## src/rtl/ecc_cmp_pkg.sv

```systemverilog
package ecc_cmp_pkg;

  typedef enum logic [1:0] {
    V_MATCH    = 2'b00,
    V_FAULT    = 2'b01,
    V_MISMATCH = 2'b10
  } verdict_e;

  // smallest number of Hamming check bits covering k data bits
  function automatic int ham_bits(input int k);
    int r;
    r = 1;
    while ((1 << r) < k + r + 1) r++;
    return r;
  endfunction

  function automatic int code_width(input int k);
    return k + ham_bits(k) + 1;
  endfunction

  // position of data bit i among non-power-of-two integers starting at 3
  function automatic int data_pos(input int i);
    int c;
    int res;
    c   = 0;
    res = 0;
    for (int p = 3; p < 256; p++) begin
      if ((p & (p - 1)) != 0) begin
        if (c == i && res == 0) res = p;
        c++;
      end
    end
    return res;
  endfunction

  // data bits that feed check bit j
  function automatic logic [63:0] ham_mask(input int k, input int j);
    logic [63:0] m;
    m = '0;
    for (int i = 0; i < k; i++)
      if (((data_pos(i) >> j) & 1) != 0) m[i] = 1'b1;
    return m;
  endfunction

endpackage

```

## src/rtl/ecc_parity_enc.sv

```systemverilog
module ecc_parity_enc #(
  parameter int TAG_W = 4,
  parameter int PAR_W = ecc_cmp_pkg::ham_bits(TAG_W) + 1
) (
  input  logic [TAG_W-1:0] tag,
  output logic [PAR_W-1:0] parity
);
  localparam int HAM_W = PAR_W - 1;

  logic [HAM_W-1:0] ham;

  for (genvar j = 0; j < HAM_W; j++) begin : g_chk
    localparam logic [63:0] FULL_MASK = ecc_cmp_pkg::ham_mask(TAG_W, j);
    localparam logic [TAG_W-1:0] MASK = FULL_MASK[TAG_W-1:0];
    assign ham[j] = ^(tag & MASK);
  end

  // overall bit makes the complete word even
  assign parity = {(^tag) ^ (^ham), ham};

endmodule

```

## src/rtl/bfly_weight_acc.sv

```systemverilog
module bfly_weight_acc #(
  parameter int N_BITS = 8,
  parameter int CNT_W  = $clog2(N_BITS) + 1
) (
  input  logic [N_BITS-1:0] diff,
  output logic [CNT_W-1:0]  weight
);
  localparam int LV = $clog2(N_BITS);
  localparam int P  = 1 << LV;

  // level l holds P>>l partial counts of l+1 bits each
  for (genvar l = 0; l <= LV; l++) begin : lvl
    logic [l:0] s [P >> l];
    if (l == 0) begin : g_leaf
      for (genvar i = 0; i < P; i++) begin : g_in
        if (i < N_BITS) begin : g_real
          assign s[i] = diff[i];
        end else begin : g_pad
          assign s[i] = 1'b0;
        end
      end
    end else begin : g_node
      for (genvar i = 0; i < (P >> l); i++) begin : g_pair
        assign s[i] = {1'b0, lvl[l-1].s[2*i]} + {1'b0, lvl[l-1].s[2*i+1]};
      end
    end
  end

  assign weight = lvl[LV].s[0];

endmodule

```

## src/rtl/cmp_verdict.sv

```systemverilog
module cmp_verdict #(
  parameter int CNT_W = 4,
  parameter int DMIN  = 4
) (
  input  logic [CNT_W-1:0]     weight,
  output ecc_cmp_pkg::verdict_e verdict
);
  import ecc_cmp_pkg::*;

  always_comb begin
    if (weight == '0)              verdict = V_MATCH;
    else if (int'(weight) < DMIN)  verdict = V_FAULT;
    else                           verdict = V_MISMATCH;
  end

endmodule

```

## src/rtl/ecc_tag_matcher.sv

```systemverilog
module ecc_tag_matcher #(
  parameter int TAG_W  = 4,
  parameter int CODE_W = ecc_cmp_pkg::code_width(TAG_W),
  parameter int DMIN   = 4
) (
  input  logic              clk,
  input  logic              rst_n,
  input  logic              in_valid,
  output logic              in_ready,
  input  logic [TAG_W-1:0]  in_tag,
  input  logic [CODE_W-1:0] in_stored,
  output logic              out_valid,
  input  logic              out_ready,
  output logic [1:0]        out_verdict
);
  import ecc_cmp_pkg::*;

  localparam int PAR_W = CODE_W - TAG_W;
  localparam int CNT_W = $clog2(CODE_W) + 1;

  logic [PAR_W-1:0]  enc_par;
  logic [CODE_W-1:0] diff;
  logic [CNT_W-1:0]  weight;
  verdict_e          verdict_d;
  logic              accept;
  logic              vld_q;
  logic [1:0]        verd_q;

  ecc_parity_enc #(.TAG_W(TAG_W), .PAR_W(PAR_W)) u_enc (
    .tag    (in_tag),
    .parity (enc_par)
  );

  // tag field compares immediately; parity field waits on the encoder
  assign diff[TAG_W-1:0]      = in_tag ^ in_stored[TAG_W-1:0];
  assign diff[CODE_W-1:TAG_W] = enc_par ^ in_stored[CODE_W-1:TAG_W];

  bfly_weight_acc #(.N_BITS(CODE_W), .CNT_W(CNT_W)) u_acc (
    .diff   (diff),
    .weight (weight)
  );

  cmp_verdict #(.CNT_W(CNT_W), .DMIN(DMIN)) u_dec (
    .weight  (weight),
    .verdict (verdict_d)
  );

  assign in_ready = !vld_q || out_ready;
  assign accept   = in_valid && in_ready;

  always_ff @(posedge clk or negedge rst_n) begin
    if (!rst_n) begin
      vld_q  <= 1'b0;
      verd_q <= V_MATCH;
    end else if (accept) begin
      vld_q  <= 1'b1;
      verd_q <= verdict_d;
    end else if (out_ready) begin
      vld_q  <= 1'b0;
    end
  end

  assign out_valid   = vld_q;
  assign out_verdict = verd_q;


  accept_to_valid_chk: assert property (@(posedge clk) disable iff (!rst_n)
    (in_valid && in_ready) |=> out_valid);


  stall_hold_chk: assert property (@(posedge clk) disable iff (!rst_n)
    (out_valid && !out_ready) |=> (out_valid && $stable(out_verdict)));


  drain_chk: assert property (@(posedge clk) disable iff (!rst_n)
    (out_valid && out_ready && !in_valid) |=> !out_valid);


  zero_match_chk: assert property (@(posedge clk) disable iff (!rst_n)
    (accept && diff == '0) |=> (out_verdict == V_MATCH));


  far_mismatch_chk: assert property (@(posedge clk) disable iff (!rst_n)
    (accept && int'(weight) >= DMIN) |=> (out_verdict == V_MISMATCH));


  weight_bound_chk: assert property (@(posedge clk) disable iff (!rst_n)
    accept |-> (int'(weight) <= CODE_W && (weight == '0) == (diff == '0)));

endmodule

```

## config.mk

```make
export PLATFORM = sky130hd
export DESIGN_NAME = ecc_tag_matcher
export DESIGN_NICKNAME = d
export VERILOG_FILES = /design/src/rtl/ecc_cmp_pkg.sv /design/src/rtl/ecc_parity_enc.sv /design/src/rtl/bfly_weight_acc.sv /design/src/rtl/cmp_verdict.sv /design/src/rtl/ecc_tag_matcher.sv
export SDC_FILE = /design/constraint.sdc
export NUM_CORES = 1
export LEC_CHECK = 0
export BUFFER_PORTS_ARGS = -buffer_cell sky130_fd_sc_hd__buf_2
export CAP_MARGIN = 20
export CELL_PAD_IN_SITES_DETAIL_PLACEMENT = 0
export CELL_PAD_IN_SITES_GLOBAL_PLACEMENT = 1
export CORE_AREA = 3 3 41 43
export CTS_CLUSTER_DIAMETER = 200
export DETAILED_ROUTE_END_ITERATION = 12
export DIE_AREA = 0 0 44 46
export GPL_TIMING_DRIVEN = 0
export PLACE_DENSITY_LB_ADDON = 0.05
export SLEW_MARGIN = 40
export SYNTH_ARGS = -nofsm -noshare
export SYNTH_HDL_FRONTEND = slang
export SYNTH_SLANG_ARGS = --single-unit
export TNS_END_PERCENT = 10
```

## constraint.sdc

```tcl
create_clock -name clk -period 1 [get_ports clk]
set_input_delay 0.25 -clock clk [delete_from_list [all_inputs] [get_ports clk]]
set_output_delay 0.25 -clock clk [all_outputs]
set_load 0.005 [all_outputs]
```

==> out/qor.yml, run 1 <==
drt:
  ant_nets: 0
  drt_iter0_drc: 3
  viasPerCell: 4.163
  wl_per_cell_um: 9.825
  drc: 0
  firstDrtPassIters: 4
  wl_um: 786
  vias: 333
die:
  die_area_um2: 2024
  ios: 20
  num_rows: 13
  die_h_um: 46
  coreArea_um2: 1334
  start_util_pct: 31.43
  die_x_um: 44
global_routing:
  grt_util_all_layers_pct: 9.868
  grt_antenna_before_repair: 0
  first_global_vias: 333
  grt-ovfl-total: 0
  grt_pass1_wl_um: 1366
  grt_max_degree: 5
synthesis:
  synth-seq-area-share_pct: 17.91
  syn_inst: 40
  syn_area_per_cell_um2: 10.48
  synth_cell_types: 16
  yosys_warnings: 0
  syn-cell-area_um2: 419.2
  syn-num-nets: 63
  synth-seq-cells: 3
power_and_ir_drop:
  ir_drop_v: 0.001164
  leakage_nw: 0.2884
  power_density_nw_per_um2: 2001
timing:
  finalSetupTns_ns: -3.958
  holdWs_ns: 0.2270
  rsz0062_at_grt: "true"
  tightest_slew_ns: 0.2228
  fin_crit_ns: 2.966
  finalSetupViolCount: 3
  fin_crit_sh_pct: 296.6
  relSlewSlack_pct: 85.04
  max_freq_mhz: 337.1
  final.setup_skew_ns: 0.001402
  drv_slew: 0
  setup_ws_ns: -1.966
  hold_viol_final: 0
setup_path:
  r2r_start: "out_valid"
  cp_max_fo: 3
  required_ns: 1.12
  crit_path_end: "out_verdict[1]"
  arrival_ns: 3.09
  cp-end-kind: "register"
  critPathLaunchType: "input port"
  path_class: "input port to register"
  rr_worst_depth: 3
  r2r-end: "out_verdict[1]"
  r2r_slack_ns: 0.01
  crit_path_start: "in_tag[0]"
clock_tree:
  clock_path_buffers: 2
  clk_latency_ns: 0.24
  clock-sinks: 3
  cts.clk_slew.worst_paths_ns: 0.04
  cts_buffers: 3
  tritoncts: "yes"
  cts_root_buf: "clkbuf_4"
  h-tree-depth: 1
status:
  status: "complete, but fails checks"
  violations: "negative setup slack"
cells_and_area:
  nFillCells: 138
  finalNetCount: 89
  area_delta_synth_final_pct: 44.48
  diodes: 0
  layout-drive-gt1-share_pct: 49.23
min_path:
  min_path_cells: 2
  min_path_type: "input port to register"
placement:
  port_buffers: 19
  gp_congestion: 0.6071
  dp_hpwl_um: 655.1
  place_ws_ns: -2.211
flow_run:
  drv_cap: 0
-- critical path, cell delays in order --
cell and delay [ns]:
buf_4 0.14, xnor2_2 0.14, fa_1 0.53, inv_1 0.05, fa_1 0.45, fa_1 0.50
ha_2 0.17, inv_1 0.05, fa_2 0.34, nor2_2 0.08, a31oi_1 0.11, mux2_4 0.28
-- metal layers --
| layer | wire length, um | vias to the layer above | global-route usage (%) | share of wire, % |
|---|---|---|---|---|
| met5 | 0 | - | 0 | 0 |
| met4 | 0 | 0 | 5.422 | 0 |
| met3 | 111 | 0 | 5.534 | 14 |
| met2 | 311 | 18 | 12.21 | 40 |
| met1 | 364 | 144 | 13.16 | 46 |
| li1 | - | 171 | - | - |
-- worst min-delay path by stage --
stage / from / endpoint
6_report: in_valid / out_valid
3_5_place_dp: rst_n / out_valid
3_3_place_gp: rst_n / out_valid
5_1_grt: in_valid / out_valid
2_1_floorplan: rst_n / out_valid
4_1_cts: in_valid / out_valid
-- synthesized netlist by cell type (all sizes together) --
master   instances  area, um^2
a31oi            1       6.260
dfrtp            3       75.07
fa               4       80.08
ha               3       37.54
inv              5       18.77
mux2             1       11.26
nand2            2       7.510
nand2b           3       21.27
nand3            1       5.000
nor2             1       3.750
nor2b            1       6.260
o2bb2ai          1       8.760
xnor2           11       96.34
xor2             3       41.29
-- area by class of cell --
type                    instances  area (um^2)  share of cell area [%]
multi-input cells              32        351.6                   58.06
repair buffers                 21        115.1                   19.01
flip-flops and latches          3        75.07                   12.40
clock buffers                   4        26.28                   4.339
inverters                       5        18.77                   3.099
well taps                      15        18.77                   3.099
-- cell usage in the layout, fill, tap and decap left out --
cell            n
clkbuf_1        1
ha_2            1
ha_1            2
buf_2          18
a31oi_1         1
buf_4           2
mux2_4          1
clkbuf_4        3
nand2_1         2
xnor2_1         9
xnor2_2         2
inv_1           5
xor2_2          2
nor2b_1         1
nor2_2          1
dfrtp_1         3
dlygate4sd3_1   1
nand3_1         1
nand2b_1        2
fa_2            1
fa_1            3
xor2_1          1
o2bb2ai_1       1
nand2b_2        1
-- metrics by stage --
stage	cell area [um^2]	total power (W)	utilization, %	instances
floorplan	424.2	0.0007196	-	40
global placement	538.0	0.0009206	40.34	74
detailed placement	538.0	0.0009126	40.34	74
CTS	599.3	0.001193	44.93	80
global route	605.6	0.001399	45.40	80
finish	605.6	0.001212	45.40	80
-- logic make-up after synthesis --
group                      count (synthesis)  share of synthesized area [%]
and+or+nand+nor                            8                          10.45
muxes                                      1                          2.686
xor gates and xnor gates                  14                          32.84
DFF                                        3                          17.91
buffers and inverters                      5                          4.478
AOI/OAI and AO/OA                          2                          3.583
adders and majority gates                  7                          28.06
-- state kept, by name, summed over array words and instances (netlist names) --
name	cells
out_valid	1
out_verdict	2
-- repair_timing --
action | in CTS | in global routing
resized for setup | 3 | 2
endpoints found under the setup margin | 4 | 6
hold buffers | 1 | 0
pin swaps | 0 | 1
endpoints found under the hold margin | 3 | 0
buffers inserted | 1 | 0
-- power breakdown --
part           total, W  switching, W  internal (W)  leakage (nW)
logic          0.000802      0.000373      0.000429         0.238
clock network  0.000225     0.0000747      0.000150        0.0150
registers      0.000185     0.0000204      0.000165        0.0352
No activity file was read; power rests on OpenSTA's default activity.
==> run 2: changes to the inputs <==
--- a/config.mk
+++ b/config.mk
@@ -9,10 +9,10 @@
 export CAP_MARGIN = 20
 export CELL_PAD_IN_SITES_DETAIL_PLACEMENT = 0
 export CELL_PAD_IN_SITES_GLOBAL_PLACEMENT = 1
-export CORE_AREA = 3 3 41 43
+export CORE_AREA = 2 2 40 42
 export CTS_CLUSTER_DIAMETER = 200
 export DETAILED_ROUTE_END_ITERATION = 12
-export DIE_AREA = 0 0 44 46
+export DIE_AREA = 0 0 42 44
 export GPL_TIMING_DRIVEN = 0
 export PLACE_DENSITY_LB_ADDON = 0.05
 export SLEW_MARGIN = 40
==> run 2 against run 1 <==
Register-to-register slack about the same; the flow still finishes with violations (negative setup slack); sequential power hardly changed; global-route usage is 0.85 points higher; non-clock buffer count did not move; largest cell class unchanged; first-iteration DRC count down 33%; total power up 4.4%; via count is 1.8% higher; worst hold slack better by 0.016 ns; critical path type unchanged; clock-buffer cell count unchanged; combinational power up 7.4%.
==> out/qor.yml, run 2 (synthesized netlist as in run 1, its figures left out) <==
status:
  status: "complete, but fails checks"
  violations: "negative setup slack"
cells_and_area:
  fin_area_um2: 618.1
  final_common_cell: "buf_2"
  final_cell_mix: "buf_2 (19), xnor2_1 (8), inv_1 (5)"
  largest_reg_flops: 2
  diodes: 0
  final_util_pct: 43.56
  layout-drive-gt1-share_pct: 52.31
  area_delta_synth_final_pct: 47.46
  finalNetCount: 89
drt:
  vias: 339
  drc: 0
  drt_iter0_drc: 2
  viasPerCell: 4.185
  firstDrtPassIters: 4
  wl_um: 780
  ant_nets: 0
  wl_per_cell_um: 9.630
timing:
  relSlewSlack_pct: 85.59
  drv_slew: 0
  fin_crit_ns: 3.011
  setup_ws_ns: -2.011
  max_freq_mhz: 332.1
  hold_viol_final: 0
  rsz0062_at_grt: "true"
  finalSetupTns_ns: -3.997
  finalSetupViolCount: 3
  tightest_slew_ns: 0.2147
  fin_crit_sh_pct: 301.1
  final.setup_skew_ns: 0.001508
setup_path:
  cp-end-kind: "register"
  max_stage_delay_ns: 0.53
  slowest_stage: "fa_1"
  arrival_ns: 3.12
  worst_path_most_repeated_cell: "fa_1"
  critPathLaunchType: "input port"
  required_ns: 1.11
  path_class: "input port to register"
  cp_max_fo: 3
  crit_chain: "buf_2 -> xnor2_2 -> fa_1 -> inv_1 -> fa_1 -> fa_1 -> ha_2 -> inv_1 -> fa_2 -> nor2_2 -> a31oi_2 -> mux2_4"
global_routing:
  grt_antenna_before_repair: 0
  grt_max_degree: 5
  grt_pass1_wl_um: 1393
  grt-ovfl-total: 0
  first_global_vias: 365
  grt_util_all_layers_pct: 10.72
power_and_ir_drop:
  p_int_w: 0.0007706
  p_seq_share_pct: 14.9
  clkPwrFrac_pct: 17.0
  p_sw_w: 0.0004940
  swShare_pct: 39.06
  power_frac_comb_pct: 68.1
  total_power_w: 0.001265
  power_density_nw_per_um2: 2046
  leakage_nw: 0.2936
  ir_drop_v: 0.0007736
placement:
  dp_hpwl_um: 704.7
  port_buffers: 19
  place_ws_ns: -2.265
  dpl_cell_area_um2: 539.3
  gp_congestion: 0.5904
min_path:
  min_path_type: "input port to register"
clock_tree:
  clock_path_buffers: 2
  clk_latency_ns: 0.23
  cts.clk_slew.worst_paths_ns: 0.04
  tritoncts: "yes"
  cts_root_buf: "clkbuf_4"
  h-tree-depth: 1
  cts_buffers: 3
  clock-sinks: 3
die:
  coreArea_um2: 1419
  ios: 20
  die_h_um: 44
  start_util_pct: 29.54
  die_x_um: 42
  num_rows: 14
  die_area_um2: 1848
flow_run:
  drv_cap: 0
## run 2: metal layers
metal	vias up	global-route usage (%)	wire [um]	share of wire (%)
met5	-	0	0	0
met2	16	18.75	437	56
met1	151	11.08	282	36
li1	172	-	-	-
met3	0	1.667	60	7.7
met4	0	9.677	0	0
## run 2: critical path: cells and delay by family
family                   cells  cell delay [ns]
adder cells (fa/ha/maj)      5             2.02
multiplexers                 1             0.27
AO/OA/AOI/OAI                1             0.10
buffers and inverters        3             0.25
XOR/XNOR                     1             0.15
AND/OR/NAND/NOR              1             0.10
## run 2: timing repair
item	4_1_cts	5_1_grt
hold buffers	1	0
cloned	0	0
endpoints found under the setup margin	4	6
endpoints found under the hold margin	3	0
resized for setup	1	5
buffers inserted	1	0
## run 2: final cells by class
type | instances | area (um^2)
Sequential cell | 3 | 75.07
Clock buffer | 4 | 26.28
Timing Repair Buffer | 21 | 112.6
Tap cell | 16 | 20.02
Fill cell | 144 | 800.8
Inverter | 5 | 18.77
Multi-Input combinational cell | 32 | 365.4
## run 2: worst paths after layout
| path | slack, ns | end | from | depth (start not counted) |
|---|---|---|---|---|
| setup / recovery | -2.01 | out_verdict[1] | in_tag[0] | 12 |
| hold / removal | 0.24 | out_valid | in_valid | 2 |
| setup reg to reg | 0.02 | out_verdict[1] | out_valid | 3 |
| hold reg to reg | 0.49 | out_verdict[0] | out_verdict[0] | 1 |
| max in group asynchronous | 0.56 | out_verdict[1] | rst_n | 2 |
| min in group asynchronous | 0.34 | out_valid | rst_n | 2 |
## run 2: power by group through the flow
stage	Combinational, W	Clock [W]	Sequential [W]
floorplan	0.000530	0	0.000190
finish	0.000861	0.000215	0.000188
CTS	0.000806	0.000224	0.000189
global placement	0.000738	0	0.000187
detailed placement	0.000766	0	0.000190
global route	0.00101	0.000245	0.000195
## run 2: stage by stage
step                instances  hold WS, ns
global route               81       0.2360
detailed placement         75      0.04645
floorplan                  40     -0.04559
finish                     81       0.2434
global placement           75      0.04793
CTS                        81       0.2354
==> run 3: changes to the inputs <==
--- a/config.mk
+++ b/config.mk
@@ -5,14 +5,15 @@
 export SDC_FILE = /design/constraint.sdc
 export NUM_CORES = 1
 export LEC_CHECK = 0
+export ABC_AREA = 1
 export BUFFER_PORTS_ARGS = -buffer_cell sky130_fd_sc_hd__buf_2
 export CAP_MARGIN = 20
 export CELL_PAD_IN_SITES_DETAIL_PLACEMENT = 0
 export CELL_PAD_IN_SITES_GLOBAL_PLACEMENT = 1
-export CORE_AREA = 2 2 40 42
+export CORE_AREA = 2 2 42 44
 export CTS_CLUSTER_DIAMETER = 200
 export DETAILED_ROUTE_END_ITERATION = 12
-export DIE_AREA = 0 0 42 44
+export DIE_AREA = 0 0 44 46
 export GPL_TIMING_DRIVEN = 0
 export PLACE_DENSITY_LB_ADDON = 0.05
 export SLEW_MARGIN = 40
==> run 3 against run 2 <==
Via count rose by 29%; synthesized cell count rose by 60%; cell area rose by 5.5%; the flow still finishes with violations (negative setup slack); worst setup slack improved by 0.14 ns; global-route usage fell by 1.5 points; core utilization is 3.2 points lower; fmax rose by 4.9%.
==> out/qor.yml, run 3 <==
timing:
  relSlewSlack_pct: 82.83
  hold_viol_final: 0
  drv_slew: 0
  finalSetupTns_ns: -3.772
  max_freq_mhz: 348.5
  setup_ws_ns: -1.870
  fin_crit_sh_pct: 287.0
  fin_crit_ns: 2.870
  tightest_slew_ns: 0.2557
  holdWs_ns: 0.2469
  rsz0062_at_grt: "true"
  finalSetupViolCount: 4
  final.setup_skew_ns: 0.001296
synthesis:
  synthTopCellsByArea: "nand2_1 (19%), fa_1 (18%), xnor2_1 (18%)"
  netlist.area_leader.share_pct: 19.22
  ys.flop_type: "dfrtp_1"
  synth_top_area_cell: "nand2_1"
  yosys_warnings: 0
  synth_compound_area_share_pct: 1.114
  synthArstFlopShare_pct: 100.0
  syn-num-nets: 87
  synth_mux_area_share_pct: 0
  synth_common_cells: "nand2_1 (23), inv_1 (15), xnor2_1 (9)"
  synth-seq-cells: 3
  synthXorXnorAreaFrac_pct: 19.50
  synth_edf_count: 0
  synth_cell_types: 10
  synthAdderAreaFrac_pct: 26.18
  syn_area_per_cell_um2: 7.018
  synth-seq-area-share_pct: 16.71
  synth_top_family_by_area: "adder cells"
  syn-cell-area_um2: 449.2
  syn_inst: 64
  synth_most_common_cell: "nand2_1"
  yosys.area_share.simple_pct: 23.96
drt:
  viasPerCell: 4.113
  wl_um: 830
  vias: 436
  ant_nets: 0
  drc: 0
  drt_iter0_drc: 4
  wl_per_cell_um: 7.830
  firstDrtPassIters: 4
clock_tree:
  cts_root_buf: "clkbuf_4"
  cts.clk_slew.worst_paths_ns: 0.04
  clock-sinks: 3
  tritoncts: "yes"
  clock_path_buffers: 2
  clk_latency_ns: 0.23
  cts_buffers: 3
  h-tree-depth: 1
die:
  die_h_um: 46
  die_x_um: 44
  die_area_um2: 2024
  num_rows: 15
  start_util_pct: 27.83
  coreArea_um2: 1614
  ios: 20
power_and_ir_drop:
  clkPwrFrac_pct: 19.1
  swShare_pct: 40.47
  power_density_nw_per_um2: 1700
  leakage_nw: 0.3796
  power_frac_comb_pct: 64.3
  p_sw_w: 0.0004486
  ir_drop_v: 0.001024
  p_seq_share_pct: 16.6
  p_int_w: 0.0006599
cells_and_area:
  finalNetCount: 113
  layout-drive-gt1-share_pct: 31.46
  final_common_cell: "nand2_1"
  area_delta_synth_final_pct: 45.13
  largest_reg_flops: 2
  final_cell_mix: "nand2_1 (22), buf_2 (16), inv_1 (14)"
  diodes: 0
setup_path:
  max_stage_delay_ns: 0.53
  cp-end-kind: "register"
  worst_path_most_repeated_cell: "fa_1"
  path_class: "input port to register"
  crit_path_start: "in_tag[3]"
  crit_chain: "buf_8 -> xnor2_2 -> fa_1 -> inv_1 -> fa_1 -> fa_1 -> ha_2 -> inv_2 -> fa_1 -> inv_1 -> nor2_1 -> nor2_1 -> nand2_1 -> nand2_1"
  cp_max_fo: 3
  arrival_ns: 2.99
  slowest_stage: "fa_1"
  required_ns: 1.12
  critPathLaunchType: "input port"
  rr_worst_depth: 5
  r2r_start: "out_valid"
global_routing:
  grt_pass1_wl_um: 1421
  grt_antenna_before_repair: 0
  grt_util_all_layers_pct: 9.241
  grt-ovfl-total: 0
  grt_max_degree: 4
  first_global_vias: 374
placement:
  port_buffers: 19
  gp_congestion: 0.6067
  dp_hpwl_um: 730.3
status:
  violations: "negative setup slack"
  status: "complete, but fails checks"
min_path:
  min_path_type: "input port to register"
  min_path_cells: 3
  min-delay-start: "in_valid"
flow_run:
  drv_cap: 0
## run 3: cell types whose count changed in the layout (fill, tap and decap cells not counted), moves of 2 or more
cell / before / now
buf_2: 19 / 16
xor2_2: 2 / 0
nand2_1: 2 / 22
nor2_1: 0 / 3
inv_1: 5 / 14
buf_6: 0 / 2
nand2b_1: 2 / 0
## run 3: path summary, 6_finish.rpt
check / to / slack [ns]
min in group asynchronous: out_valid / 0.35
worst min register to register: out_verdict[0] / 0.47
worst max register to register: out_verdict[0] / 0.17
max in group asynchronous: out_verdict[0] / 0.54
worst max-delay path: out_verdict[0] / -1.87
worst min-delay path: out_valid / 0.25
## run 3: worst max-delay path, delay by kind of cell
| kind | cells | cell delay, ns |
|---|---|---|
| xor+xnor | 1 | 0.13 |
| fa+ha+maj | 5 | 2.14 |
| buf+inv | 4 | 0.24 |
| simple gates | 4 | 0.23 |
## run 3: cells by family (layout without fill, tap and decap cells)
family	Yosys count	in the layout
AOI/OAI and AO/OA	1	1
xor gates and xnor gates	10	10
adders and majority gates	7	7
buffers and inverters	15	40
DFF	3	3
and+or+nand+nor	28	28
## run 3: power by group through the flow
stage | registers, W | clock network, W | logic (W)
floorplan | 0.000190 | 0 | 0.000478
global placement | 0.000183 | 0 | 0.000671
detailed placement | 0.000186 | 0 | 0.000680
CTS | 0.000185 | 0.000218 | 0.000701
global route | 0.000190 | 0.000225 | 0.000864
finish | 0.000184 | 0.000212 | 0.000713
## run 3: what timing repair did
item | CTS | global route
endpoints found under the setup margin | 4 | 5
buffers inserted | 0 | 1
hold buffers | 1 | 0
endpoints found under the hold margin | 3 | 0
pin swaps | 1 | 0
gates resized for setup | 5 | 4
## run 3: metrics by stage
step                      cells  utilization, %  power (W)  instance area, um^2  worst slack (ns)
after floorplan              64               -  0.0006685                459.2            -1.898
after global placement      100           35.66  0.0008535                575.6            -2.170
after detailed placement    100           35.66  0.0008656                575.6            -2.180
after CTS                   105           38.91   0.001103                628.1            -1.893
after global routing        106           40.39   0.001278                651.9            -2.010
final                       106           40.39   0.001108                651.9            -1.870
## run 3: area by class of cell
cell class / count / area (um^2)
Fill cell: 176 / 962.2
Multi-Input combinational cell: 46 / 337.8
Timing Repair Buffer: 21 / 135.1
Sequential cell: 3 / 75.07
Inverter: 15 / 56.30
Clock buffer: 4 / 26.28
Tap cell: 17 / 21.27
## run 3: metal layers
layer	part of all wire [%]	GRT usage, %
met5	0	0
met4	0	0
met3	7.3	3.571
met2	44	13.24
met1	48	13.81
